<file path="src/rtl/prbs_bist_pkg.sv">
package prbs_bist_pkg;

    localparam int unsigned LONG_W    = 15;
    localparam int unsigned LONG_TAP  = 14;
    localparam int unsigned SHORT_W   = 9;
    localparam int unsigned SHORT_TAP = 5;
    localparam int unsigned ERR_W     = 8;
    localparam int unsigned RUN_W     = $clog2(LONG_W + 1);

    typedef enum logic {
        SEQ_SHORT = 1'b0,
        SEQ_LONG  = 1'b1
    } seq_len_e;

    typedef logic [LONG_W-1:0] lfsr_t;
    typedef logic [RUN_W-1:0]  run_t;

    typedef struct packed {
        logic locked;
        logic mismatch;
    } chk_stat_t;

    localparam lfsr_t SHORT_MASK = {{(LONG_W-SHORT_W){1'b0}}, {SHORT_W{1'b1}}};

    // Feedback bit: oldest stage XOR the tap stage of the selected polynomial
    function automatic logic lfsr_fb(lfsr_t s, seq_len_e m);
        if (m == SEQ_LONG)
            return s[LONG_W-1] ^ s[LONG_TAP-1];
        return s[SHORT_W-1] ^ s[SHORT_TAP-1];
    endfunction

    // Shift one bit in at the low end, keeping only the active stages
    function automatic lfsr_t lfsr_step(lfsr_t s, seq_len_e m, logic b);
        lfsr_t n;
        n = {s[LONG_W-2:0], b};
        if (m == SEQ_SHORT)
            n = n & SHORT_MASK;
        return n;
    endfunction

    function automatic lfsr_t seed_of(seq_len_e m);
        return (m == SEQ_LONG) ? '1 : SHORT_MASK;
    endfunction

    function automatic run_t seq_last(seq_len_e m);
        return (m == SEQ_LONG) ? run_t'(LONG_W - 1) : run_t'(SHORT_W - 1);
    endfunction

endpackage

</file>
<file path="src/rtl/pbt_prbs_gen.sv">
module pbt_prbs_gen
    import prbs_bist_pkg::*;
(
    input  logic     clk,
    input  logic     rst,
    input  logic     seed_ld,
    input  logic     active,
    input  seq_len_e mode,
    input  logic     inj,
    output logic     tx_bit
);

    lfsr_t state;
    logic  fb;

    assign fb     = lfsr_fb(state, mode);
    assign tx_bit = active & (fb ^ inj);

    always_ff @(posedge clk) begin
        if (rst)
            state <= '0;
        else if (seed_ld)
            state <= seed_of(mode);
        else if (active)
            state <= lfsr_step(state, mode, fb);
    end

    // A generator that runs must never fall into the all-zero lock-up state
    AST_STATE_NZ: assert property (@(posedge clk) disable iff (rst)
        active |-> (state != '0));

endmodule

</file>
<file path="src/rtl/pbt_prbs_chk.sv">
module pbt_prbs_chk
    import prbs_bist_pkg::*;
(
    input  logic      clk,
    input  logic      rst,
    input  logic      clear,
    input  logic      active,
    input  seq_len_e  mode,
    input  logic      rx_bit,
    output chk_stat_t stat
);

    lfsr_t chk;
    run_t  good_run;
    logic  locked;
    logic  pred;

    assign pred          = lfsr_fb(chk, mode);
    assign stat.locked   = locked;
    assign stat.mismatch = active & locked & (rx_bit != pred);

    always_ff @(posedge clk) begin
        if (rst || clear) begin
            chk      <= '0;
            good_run <= '0;
            locked   <= 1'b0;
        end else if (active) begin
            if (locked) begin
                // free-run on the local copy so one bad bit counts once
                chk <= lfsr_step(chk, mode, pred);
            end else begin
                chk <= lfsr_step(chk, mode, rx_bit);
                if ((chk != '0) && (rx_bit == pred)) begin
                    if (good_run == seq_last(mode))
                        locked <= 1'b1;
                    good_run <= good_run + 1'b1;
                end else begin
                    good_run <= '0;
                end
            end
        end
    end

    AST_LOCK_HOLD: assert property (@(posedge clk) disable iff (rst)
        (locked && active && !clear) |=> locked);

endmodule

</file>
<file path="src/rtl/prbs_selftest.sv">
module prbs_selftest
    import prbs_bist_pkg::*;
#(
    parameter int unsigned CNT_W = ERR_W
) (
    input  logic             clk,
    input  logic             rst,
    input  logic             run_en,
    input  logic             len_sel,
    input  logic             inj_wr,
    input  logic             rx_bit,
    output logic             tx_bit,
    output logic             inj_busy,
    output logic             pass_stat,
    output logic [CNT_W-1:0] err_count
);

    localparam logic [CNT_W-1:0] CNT_MAX = {CNT_W{1'b1}};

    logic       run_q;
    logic       start;
    logic       inj_q;
    logic       fail_seen;
    seq_len_e   mode_q;
    seq_len_e   mode_eff;
    chk_stat_t  cst;
    logic [CNT_W-1:0] err_cnt;

    assign start    = run_en & ~run_q;
    assign mode_eff = start ? seq_len_e'(len_sel) : mode_q;

    always_ff @(posedge clk) begin
        if (rst) begin
            run_q     <= 1'b0;
            mode_q    <= SEQ_SHORT;
            inj_q     <= 1'b0;
            fail_seen <= 1'b0;
            err_cnt   <= '0;
        end else begin
            run_q <= run_en;
            if (start)
                mode_q <= seq_len_e'(len_sel);
            inj_q <= run_q & run_en & inj_wr & ~inj_q;
            if (!run_q)
                fail_seen <= 1'b0;
            else if (cst.mismatch)
                fail_seen <= 1'b1;
            if (start)
                err_cnt <= '0;
            else if (cst.mismatch && (err_cnt != CNT_MAX))
                err_cnt <= err_cnt + 1'b1;
        end
    end

    pbt_prbs_gen u_gen (
        .clk     (clk),
        .rst     (rst),
        .seed_ld (start),
        .active  (run_q),
        .mode    (mode_eff),
        .inj     (inj_q),
        .tx_bit  (tx_bit)
    );

    pbt_prbs_chk u_chk (
        .clk     (clk),
        .rst     (rst),
        .clear   (start),
        .active  (run_q),
        .mode    (mode_eff),
        .rx_bit  (rx_bit),
        .stat    (cst)
    );

    assign inj_busy  = inj_q;
    assign pass_stat = run_q & ~fail_seen;
    assign err_count = err_cnt;

    AST_INJ_SINGLE: assert property (@(posedge clk) disable iff (rst)
        inj_busy |=> !inj_busy);

    AST_CNT_STEP: assert property (@(posedge clk) disable iff (rst)
        !start |=> (err_count == $past(err_count)) ||
                   (err_count == $past(err_count) + 1'b1));

    AST_CNT_SAT: assert property (@(posedge clk) disable iff (rst)
        (err_count == CNT_MAX && !start) |=> (err_count == CNT_MAX));

    AST_PASS_LATCH: assert property (@(posedge clk) disable iff (rst)
        (run_q && !pass_stat) |=> !pass_stat);

    AST_CNT_ZERO_ON_START: assert property (@(posedge clk) disable iff (rst)
        start |=> (err_count == '0));

endmodule

</file>
<file path="config.mk">
export PLATFORM = sky130hd
export DESIGN_NAME = prbs_selftest
export DESIGN_NICKNAME = d
export VERILOG_FILES = /design/src/rtl/prbs_bist_pkg.sv /design/src/rtl/pbt_prbs_gen.sv /design/src/rtl/pbt_prbs_chk.sv /design/src/rtl/prbs_selftest.sv
export SDC_FILE = /design/constraint.sdc
export NUM_CORES = 1
export LEC_CHECK = 0
export ABC_AREA = 1
export BUFFER_PORTS_ARGS = -buffer_cell sky130_fd_sc_hd__clkbuf_2
export CORE_UTILIZATION = 25
export CTS_BUF_LIST = sky130_fd_sc_hd__clkbuf_4 sky130_fd_sc_hd__clkbuf_8
export CTS_CLUSTER_SIZE = 20
export DETAILED_ROUTE_END_ITERATION = 6
export GPL_TIMING_DRIVEN = 1
export PLACE_DENSITY = 0.41
export SYNTH_ARGS = -nofsm -noshare
export SYNTH_HDL_FRONTEND = slang
export SYNTH_SLANG_ARGS = --single-unit
</file>
<file path="constraint.sdc">
create_clock -name clk -period 2.1 [get_ports clk]
set_input_delay 0.525 -clock clk [delete_from_list [all_inputs] [get_ports clk]]
set_output_delay 0.525 -clock clk [all_outputs]
set_load 0.01 [all_outputs]
</file>
==> results.tsv <==
metric	value	unit
status	completed	
met2 GRT Util	19.7	%
H-tree depth	2	
Ys Warns	0	
vias per cell	4.52	
PortBufs	16	
Seq/Total Area, Yosys	44.3	%
WL per Instance	11.9	um
syn_area_per_cell	7.72	um2
worst hold start	inj_wr	
Num CTS Buffers	5	
power density over the cells	683	nW/um2
num rows	33	
RSZ-0062 raised after global routing	false	
maximum VDD drop	206	uV
Hold Vio Cnt, Final	0	
drt pass-1 iters	4	
clk slew on worst S/H paths	0.08	ns
R2R cell count	7	
Post-synth EDFFs	0	
reg-to-reg slack, setup	0.52	ns
Total Nets Final	305	
# IOs	17	
die area	8870	um2
relative slew slack	63.9	%
Post-CTS Setup Bufs	0	
Synth cell types	30	
GP Congestion	0.773	
Worst Path Arrival	1.44	ns
Fmax	0.508	GHz
first-pass GRT wire length	8.28	mm
worst path required time	1.57	ns
Placed Cells	395	
CTS tree	yes	
Mapped Cells	275	
filler cell count	902	
total number of vias	1816	
DRT iter0 DRCs	76	
Yosys reg bits	47	
Initial Utilization	25.8	%
synthesized cell area	2120	um2
ys async rst share	0	%
Critical Path End Type	primary output	
crit start category	input port	
core area	8220	um2
Die X	94.2	um
syn_nets	283	
met3 usage	2.67	%
most frequent cells in the layout	nand2_1 (57), dfxtp_1 (46), a21oi_1 (37)	
Tot Pwr	1.67	mW
met1 usage	15.4	%
CTS Buffer Depth	2	
ANT cells	0	
clk_lat worst skew	0.30	ns
gr busiest metal	met2	
Area Overhead vs Synth	15.5	%
All-Layer GR Usage	12.1	%
final setup vio count	0	
reg2reg end	err_count[3]	
Post-DRT Antenna Nets	0	
clk sinks	47	
share of cells above drive strength 1	17.5	%
# DRC	0	
ys flop type	dfxtp_1	
Max Cap Viol	0	
Clock Skew	0.00714	ns
critical path type	input port to primary output	
Worst Hold Path Cells	3	
reg-to-reg startpoint	err_count[1]	
total grt overflow	0	
Tmin final	1.97	ns
post-route insts no fill	402	
routed wire length	4.78	mm
largest net degree at the start of global routing	26	
Pleak	0.987	nW
Min-Delay Path Class	input port to flip-flop	
hpwl dp	3.38	mm
vias in the first global route	1754	
measured slew at the worst slew-check pin	0.540	ns
Final period util	93.7	%
initial antenna violation count	0	
Die H	94.2	um
Worst Path Max Fanout	5	
commonest non-fill, non-tap cell in the layout	nand2_1	
end of the worst hold path	inj_busy	
CTS root buf	clkbuf_8	
number of max-slew violations in the final report	0	
## power by group
group / switching (mW) / total [mW] / internal [mW] / leakage [nW]
Combinational: 0.121 / 0.183 / 0.0613 / 0.557
Sequential: 0.0128 / 0.930 / 0.917 / 0.383
Clock: 0.303 / 0.562 / 0.259 / 0.0470
## logic make-up after synthesis
family | Yosys count | synth area share (%)
compound gates | 59 | 15.7
xor+xnor | 8 | 3.30
fa+ha+maj | 2 | 1.18
buf+inv | 39 | 7.37
flops | 47 | 44.3
simple gates | 120 | 28.2
## state kept, by name (all words and copies together), names as in the netlist
register / cells
err_count: 8
fail_seen: 1
inj_busy: 1
mode_q: 1
run_q: 1
u_chk.chk: 15
u_chk.good_run: 4
u_chk.locked: 1
u_gen.state: 15
## worst max-delay path, cell delays in order
cell and delay (ns):
clkbuf_2 0.16, nand3_2 0.13, nand2_4 0.11, nand3_1 0.08, o21ai_2 0.09, xor2_1 0.17, nor2_1 0.05, clkbuf_2 0.13
## through the flow
step / setup TNS, ns / instance area (um2) / hold slack, ns / utilization [%] / setup WS (ns)
2_1_floorplan: 0 / 2120 / 0.427 / - / 0.343
3_3_place_gp: 0 / 2360 / 0.440 / 28.7 / 0.0162
3_5_place_dp: -0.0100 / 2360 / 0.444 / 28.7 / -0.0100
4_1_cts: 0 / 2450 / 0.419 / 29.8 / 0.0159
5_1_grt: 0 / 2450 / 0.434 / 29.8 / 0.00749
6_report: 0 / 2450 / 0.429 / 29.8 / 0.133
## worst max path at each step
stage                 start  endpoint  slack [ns]
CTS                   run_q    tx_bit        0.02
finish               run_en    tx_bit        0.13
floorplan           len_sel    tx_bit        0.34
global placement     run_en    tx_bit        0.02
detailed placement   run_en    tx_bit       -0.01
global route          run_q    tx_bit       0.007
## cells in the mapped netlist, types with 2 or more instances
| library cell | count | area share [%] |
|---|---|---|
| nand2_1 | 57 | 10 |
| dfxtp_1 | 47 | 44 |
| a21oi_1 | 37 | 8.7 |
| inv_1 | 26 | 4.6 |
| nor2_1 | 15 | 2.7 |
| nand3_1 | 12 | 2.8 |
| o21ai_0 | 10 | 2.4 |
| nor3_1 | 9 | 2.1 |
| clkbuf_1 | 8 | 1.4 |
| nand4_1 | 8 | 2.4 |
| xor2_1 | 8 | 3.3 |
| a221oi_1 | 7 | 2.9 |
| nand2_4 | 5 | 2.7 |
| nand2_2 | 4 | 1.2 |
| nand3_2 | 4 | 1.9 |
| a211oi_1 | 2 | 0.71 |
| ha_1 | 2 | 1.2 |
| nand3b_1 | 2 | 0.71 |
## routing by layer
metal	wire (um)	up-vias
met5	0	-
met4	73	0
met3	111	7
met2	2180	15
met1	2410	835
li1	-	959
## cell type report
| cell class | instances | area [um2] | area share [%] |
|---|---|---|---|
| clock buffer | 6 | 82.6 | 3.37 |
| inverter | 29 | 114 | 4.64 |
| timing repair buffer | 25 | 148 | 6.02 |
| sequential | 47 | 942 | 38.4 |
| clock inverter | 1 | 5.00 | 0.204 |
| multi-input combinational | 189 | 1030 | 42.0 |
| tap | 105 | 131 | 5.36 |
## repair_timing
action	CTS	global route
endpoints found under the setup margin	1	1
hold buffers	0	0
resized for setup	1	2
gates cloned	0	0
Power figures use the tool's default switching activity.
